File: src/rtl/keywd_pkg.sv
package keywd_pkg;
  typedef enum logic [1:0] {
    WD_IDLE   = 2'd0,
    WD_PRIMED = 2'd1,
    WD_LIVE   = 2'd2,
    WD_SVC    = 2'd3
  } wd_state_t;

  localparam logic [15:0] KEY_FIRST  = 16'hA5C6;
  localparam logic [15:0] KEY_SECOND = 16'hDA7E;
  localparam int          EN_POS     = 14;
  localparam logic [1:0]  MODE_WDOG  = 2'd2;

  function automatic logic [15:0] key_of(input logic [31:0] d);
    return d[31:16];
  endfunction

  function automatic logic is_first_key(input logic [31:0] d);
    return d[EN_POS] && (key_of(d) == KEY_FIRST);
  endfunction

  function automatic logic is_second_key(input logic [31:0] d);
    return d[EN_POS] && (key_of(d) == KEY_SECOND);
  endfunction

  function automatic logic mode_valid(input logic [1:0] m, input logic [1:0] h);
    return (m == MODE_WDOG) && (h == 2'b11);
  endfunction
endpackage

File: src/rtl/keywd_decode.sv
module keywd_decode
  import keywd_pkg::*;
(
  input  logic        wr_en,
  input  logic [31:0] wr_data,
  input  logic [1:0]  mode_sel,
  input  logic [1:0]  halves_run,
  output logic        mode_ok,
  output logic        fire,
  output logic        key_first,
  output logic        key_second
);
  logic unused_low_bits;

  assign unused_low_bits = ^{wr_data[15], wr_data[13:0]};
  assign mode_ok    = mode_valid(mode_sel, halves_run);
  assign fire       = wr_en && mode_ok;
  assign key_first  = is_first_key(wr_data);
  assign key_second = is_second_key(wr_data);
endmodule

File: src/rtl/keywd_fsm.sv
module keywd_fsm
  import keywd_pkg::*;
(
  input  logic clk,
  input  logic rst_n,
  input  logic fire,
  input  logic key_first,
  input  logic key_second,
  output logic live,
  output logic arm_evt,
  output logic svc_evt,
  output logic bad_evt
);
  wd_state_t state, state_nx;

  always_comb begin
    state_nx = state;
    arm_evt  = 1'b0;
    svc_evt  = 1'b0;
    bad_evt  = 1'b0;
    if (fire) begin
      unique case (state)
        WD_IDLE:   if (key_first) state_nx = WD_PRIMED;
        WD_PRIMED: if (key_second) begin
                     state_nx = WD_LIVE;
                     arm_evt  = 1'b1;
                   end
        WD_LIVE:   if (key_first) state_nx = WD_SVC;
                   else bad_evt = 1'b1;
        WD_SVC:    if (key_second) begin
                     state_nx = WD_LIVE;
                     svc_evt  = 1'b1;
                   end else bad_evt = 1'b1;
        default:   state_nx = WD_IDLE;
      endcase
    end
  end

  always_ff @(posedge clk or negedge rst_n) begin
    if (!rst_n) state <= WD_IDLE;
    else        state <= state_nx;
  end

  assign live = (state == WD_LIVE) || (state == WD_SVC);

  // armed watchdog never drops back
  p_live_hold_r5: assert property (@(posedge clk) disable iff (!rst_n)
    live |=> live);

  // no protocol error can be flagged before arming
  p_dormant_clean_r4: assert property (@(posedge clk) disable iff (!rst_n)
    !live |-> !bad_evt);

  // without a fired write the state holds
  p_hold_no_write_r2: assert property (@(posedge clk) disable iff (!rst_n)
    !fire |=> $stable(state));
endmodule

File: src/rtl/keywd_count.sv
module keywd_count #(
  parameter int CNT_W = 64
) (
  input  logic             clk,
  input  logic             rst_n,
  input  logic             clr,
  input  logic             run,
  input  logic             live,
  input  logic [CNT_W-1:0] period,
  output logic             hit
);
  localparam logic [CNT_W-1:0] ONE = {{(CNT_W-1){1'b0}}, 1'b1};

  logic [CNT_W-1:0] cnt;

  always_ff @(posedge clk or negedge rst_n) begin
    if (!rst_n)   cnt <= '0;
    else if (clr) cnt <= '0;
    else if (run) cnt <= cnt + ONE;
  end

  assign hit = live && (cnt == period);

  // a clear request zeroes the count
  p_clear_zero_r7: assert property (@(posedge clk) disable iff (!rst_n)
    clr |=> (cnt == '0));

  // the count is frozen without a run or clear
  p_frozen_r6: assert property (@(posedge clk) disable iff (!rst_n)
    (!run && !clr) |=> $stable(cnt));
endmodule

File: src/rtl/keywd_ctrl.sv
module keywd_ctrl
  import keywd_pkg::*;
#(
  parameter int CNT_W = 64
) (
  input  logic             clk,
  input  logic             rst_n,
  input  logic             wr_en,
  input  logic [31:0]      wr_data,
  input  logic [1:0]       mode_sel,
  input  logic [1:0]       halves_run,
  input  logic             tick,
  input  logic [CNT_W-1:0] period,
  output logic             bite_req,
  output logic             wd_live
);
  logic mode_ok, fire, key_first, key_second;
  logic arm_evt, svc_evt, bad_evt, cnt_hit, cnt_run;

  keywd_decode u_dec (
    .wr_en      (wr_en),
    .wr_data    (wr_data),
    .mode_sel   (mode_sel),
    .halves_run (halves_run),
    .mode_ok    (mode_ok),
    .fire       (fire),
    .key_first  (key_first),
    .key_second (key_second)
  );

  keywd_fsm u_fsm (
    .clk        (clk),
    .rst_n      (rst_n),
    .fire       (fire),
    .key_first  (key_first),
    .key_second (key_second),
    .live       (wd_live),
    .arm_evt    (arm_evt),
    .svc_evt    (svc_evt),
    .bad_evt    (bad_evt)
  );

  assign cnt_run = wd_live && !bite_req && tick && mode_ok;

  keywd_count #(.CNT_W(CNT_W)) u_cnt (
    .clk    (clk),
    .rst_n  (rst_n),
    .clr    (arm_evt || svc_evt),
    .run    (cnt_run),
    .live   (wd_live),
    .period (period),
    .hit    (cnt_hit)
  );

  always_ff @(posedge clk or negedge rst_n) begin
    if (!rst_n) bite_req <= 1'b0;
    else        bite_req <= bite_req || bad_evt || cnt_hit;
  end

  // a protocol break requests reset on the next cycle
  p_bad_bites_r8: assert property (@(posedge clk) disable iff (!rst_n)
    bad_evt |=> bite_req);

  // reaching the period requests reset
  p_hit_bites_r6: assert property (@(posedge clk) disable iff (!rst_n)
    cnt_hit |=> bite_req);

  // the request is sticky
  p_sticky_r9: assert property (@(posedge clk) disable iff (!rst_n)
    bite_req |=> bite_req);

  // a dormant watchdog never requests reset
  p_quiet_r4: assert property (@(posedge clk) disable iff (!rst_n)
    (!wd_live && !bite_req) |=> !bite_req);

  // with the mode gate closed, the armed flag holds
  p_mode_gate_r2: assert property (@(posedge clk) disable iff (!rst_n)
    !mode_ok |=> $stable(wd_live));
endmodule

File: config.mk
export PLATFORM = sky130hd
export DESIGN_NAME = keywd_ctrl
export DESIGN_NICKNAME = d
export VERILOG_FILES = /design/src/rtl/keywd_pkg.sv /design/src/rtl/keywd_decode.sv /design/src/rtl/keywd_fsm.sv /design/src/rtl/keywd_count.sv /design/src/rtl/keywd_ctrl.sv
export SDC_FILE = /design/constraint.sdc
export NUM_CORES = 1
export LEC_CHECK = 0
export ABC_CLOCK_PERIOD_IN_PS = 2710
export BUFFER_PORTS_ARGS = -buffer_cell sky130_fd_sc_hd__buf_2
export CORE_UTILIZATION = 55
export CTS_CLUSTER_DIAMETER = 120
export DETAILED_ROUTE_END_ITERATION = 7
export PLACE_DENSITY = 0.82
export SETUP_SLACK_MARGIN = 0.3
export SYNTH_ARGS = -nofsm -noshare
export SYNTH_HDL_FRONTEND = slang
export SYNTH_SLANG_ARGS = --single-unit
export TNS_END_PERCENT = 50
File: constraint.sdc
create_clock -name clk -period 2.71 [get_ports clk]
set_input_delay 0.271 -clock clk [delete_from_list [all_inputs] [get_ports clk]]
set_output_delay 0.271 -clock clk [all_outputs]
set_load 0.02 [all_outputs]
==> results.yml <==
sta:
  finalMaxSlewViolations: 0
  rsz0062_at_grt: "true"
  worst_pin_slew_ns: 0.6239
  fmax_ghz: 0.4268
  period_share_pct: 86.45
  slew-limit-headroom_pct: 58.09
  min_period_ns: 2.343
  finalHoldViolCount: 0
  fin_ws_ns: 0.3671
  setup-violations-final: 0
  tns_ns: 0
  skew_ns: 0.009337
critical_path:
  max_stage_delay_ns: 0.53
  path_cells: "and4_2 > nor4bb_2 > nand3_1 > buf_4 > or4_1 > a21oi_1"
  r2r_cells: 6
  criticalPathCategory: "flop to flop"
  reg2reg_to: "u_cnt.cnt[54]$_DFFE_PN0P_"
  critPathLaunchType: "flop"
  setup.worst_path.end_class: "flop"
  cp_num_buf_inv: 1
  crit_family: "simple AND/OR/NAND/NOR gates"
  worstReg2RegStart: "u_cnt.cnt[11]$_DFFE_PN0P_"
  critPathSlowestCell: "or4_1"
  ff2ff_setup_slack_ns: 0.37
  worstPathArrival_ns: 2.62
  cp.required_ns: 2.98
  crit_fanout: 31
routing:
  antenna_left: 0
  routed_wl_um: 13090
  drcViolationCount: 0
  vias: 4466
  drt-pass1-iter-count: 5
  routedWlPerCell_um: 18.43
  drt_iter0_markers: 400
  vias_per_cell: 6.290
power:
  leakage_nw: 2.197
  p_switching_uw: 493.7
  pwr-share-comb_pct: 7.3
  power_density_nw_per_um2: 421.9
  ir_drop_v: 0.0005725
  switching_share_pct: 21.69
  internal-power_mw: 1.782
  power_frac_seq_pct: 43.9
  power_frac_clock_pct: 48.8
grt:
  grt_antenna_before_repair: 0
  grt_pass1_wl_um: 21080
  grt_util_all_layers_pct: 32.11
  overflow: 0
  grt_max_degree: 54
  busiest_layer: "met2"
  grt.met2_usage_pct: 51.18
  grt_util_met1_pct: 43.31
  use_met3_pct: 6.882
  grt_pass1_vias: 4254
yosys:
  synth_top_area_share_pct: 37.51
  syn_nets: 614
  yosys.cell_types.count: 48
  ys.flop_type: "dfrtp_1"
  ys_seq_elements: 67
  async_flop_share_pct: 100.0
  synth_edf_count: 0
  synth_area_leaders: "dfrtp_1, xnor2_1, or4_1, o31ai_1, nand4_1"
  yosys.area.top_type: "dfrtp_1"
  synth_most_common_cell: "dfrtp_1"
  synth_commonest_cells: "dfrtp_1, xnor2_1, nor2_1"
  syn_area_per_cell_um2: 8.781
  netlist_instances: 509
  yosysSeqAreaShare_pct: 37.51
  syn_area_um2: 4469
  yosys_warnings: 0
placement:
  hpwl_um: 9703
  pre_cts_ws_ns: 0.2527
  dp_cells: 686
  io_buffers: 90
  gp_congestion: 1.005
floorplan:
  die_y_um: 92.15
  io_pins: 106
  die_w_um: 92.15
  start_util_pct: 57.24
  die_area_um2: 8491
  row_count: 32
  core_area_um2: 7807
cells_and_area:
  final_nets: 708
  instances_no_fill: 710
  area_growth_pct: 20.69
  layout-drive-gt1-share_pct: 23.85
  n_antenna_cell: 0
clocking:
  cts_tree: "built"
  cts_buffers: 9
  clock_latency_ns: 0.35
  cts_root_buf: "clkbuf_8"
  clk_pin_slew_ns: 0.08
  cts_max_level: 3
  clock-sinks: 67
  cts_max_path_buffers: 2
hold_path:
  holdPathStages: 4
  hold_end: "u_fsm.state[0]$_DFFE_PN0P_"
  hold_class: "input port to flop"
  hold_start: "wr_data[30]"
run_status:
  status: "finished clean"
job:
  drv_cap: 0
[through the flow]
step | util (%) | area [um2] | power (mW) | hold slack [ns]
CTS | 68.08 | 5315 | 2.282 | 0.2595
global placement | 64.52 | 5037 | 1.181 | 0.3393
global route | 69.09 | 5394 | 2.343 | 0.2978
floorplan | - | 4469 | 1.067 | -0.02459
detailed placement | 64.52 | 5037 | 1.183 | 0.3364
finish | 69.09 | 5394 | 2.276 | 0.2687
[power groups by stage]
stage,Combinational [mW],Sequential (mW),Clock (mW)
6_report,0.167,0.999,1.11
5_1_grt,0.183,0.999,1.16
4_1_cts,0.167,0.999,1.12
3_5_place_dp,0.164,1.02,0
3_3_place_gp,0.162,1.02,0
2_1_floorplan,0.0478,1.02,0
[tightest hold or removal path: stages]
cell     delay [ns]
buf_2          0.08
nor4b_1        0.05
nand4_1        0.09
o22ai_1        0.08
[worst max-delay path by stage]
stage | from | end | slack, ns | cells past startpoint
after CTS | u_cnt.cnt[11]$_DFFE_PN0P_ | u_cnt.cnt[54]$_DFFE_PN0P_ | 0.32 | 6
after floorplan | bite_req$_DFF_PN0_ | u_cnt.cnt[59]$_DFFE_PN0P_ | 0.36 | 7
after global routing | u_cnt.cnt[21]$_DFFE_PN0P_ | u_cnt.cnt[54]$_DFFE_PN0P_ | 0.26 | 6
final | u_cnt.cnt[11]$_DFFE_PN0P_ | u_cnt.cnt[54]$_DFFE_PN0P_ | 0.37 | 6
after detailed placement | mode_sel[0] | u_cnt.cnt[45]$_DFFE_PN0P_ | 0.25 | 7
after global placement | mode_sel[0] | u_cnt.cnt[45]$_DFFE_PN0P_ | 0.30 | 7
[cell type report]
class,count,area (um2)
fill,633,2414
clock inverter,7,140.1
tap,102,127.6
clock buffer,9,123.9
sequential,67,1687
inverter,20,75.07
multi-input combinational,395,2621
timing repair buffer,110,619.3
[placed cells by master (no fill, tap or decap), types with 3 or more instances in the layout]
cell type and instances:
a21oi_1 32, and3_1 7, and4_1 8, buf_2 90, buf_4 17, bufinv_16 4
clkbuf_8 9, dfrtp_1 59, dfrtp_2 8, inv_1 20, nand2_1 26, nand2b_1 14
nand3_1 32, nand4_1 31, nor2_1 36, nor2b_1 3, nor3_1 11, nor4_1 12
o2111ai_1 4, o21ai_0 6, o22ai_1 3, o31ai_1 26, or3_1 6, or4_1 27
xnor2_1 59, xor2_1 17
[kinds of logic after synthesis]
kind of cell               count (synthesis)  synth area share (%)
adders and majority gates                  1                0.2799
xor gates and xnor gates                  76                 14.89
buffers and inverters                     47                 4.367
and+or+nand+nor                          237                 31.16
DFF                                       67                 37.51
AOI/OAI and AO/OA                         81                 11.79
[timing repair]
action	CTS	global route
hold endpoints to repair	67	0
setup buffers	0	7
hold buffers	1	0
setup endpoints to repair	3	19
gates resized for setup	3	10
[layer usage]
layer	part of all wire [%]	routed length (um)	vias up
met5	0	0	-
met4	2.4	308	0
met3	8.6	1122	27
met2	49	6355	220
met1	41	5301	2152
li1	-	-	2067
[flip-flops by register name, summed over array words and instances (netlist names)]
| signal | cells |
|---|---|
| bite_req | 1 |
| u_cnt.cnt | 64 |
| u_fsm.state | 2 |
Power figures use the tool's default switching activity.
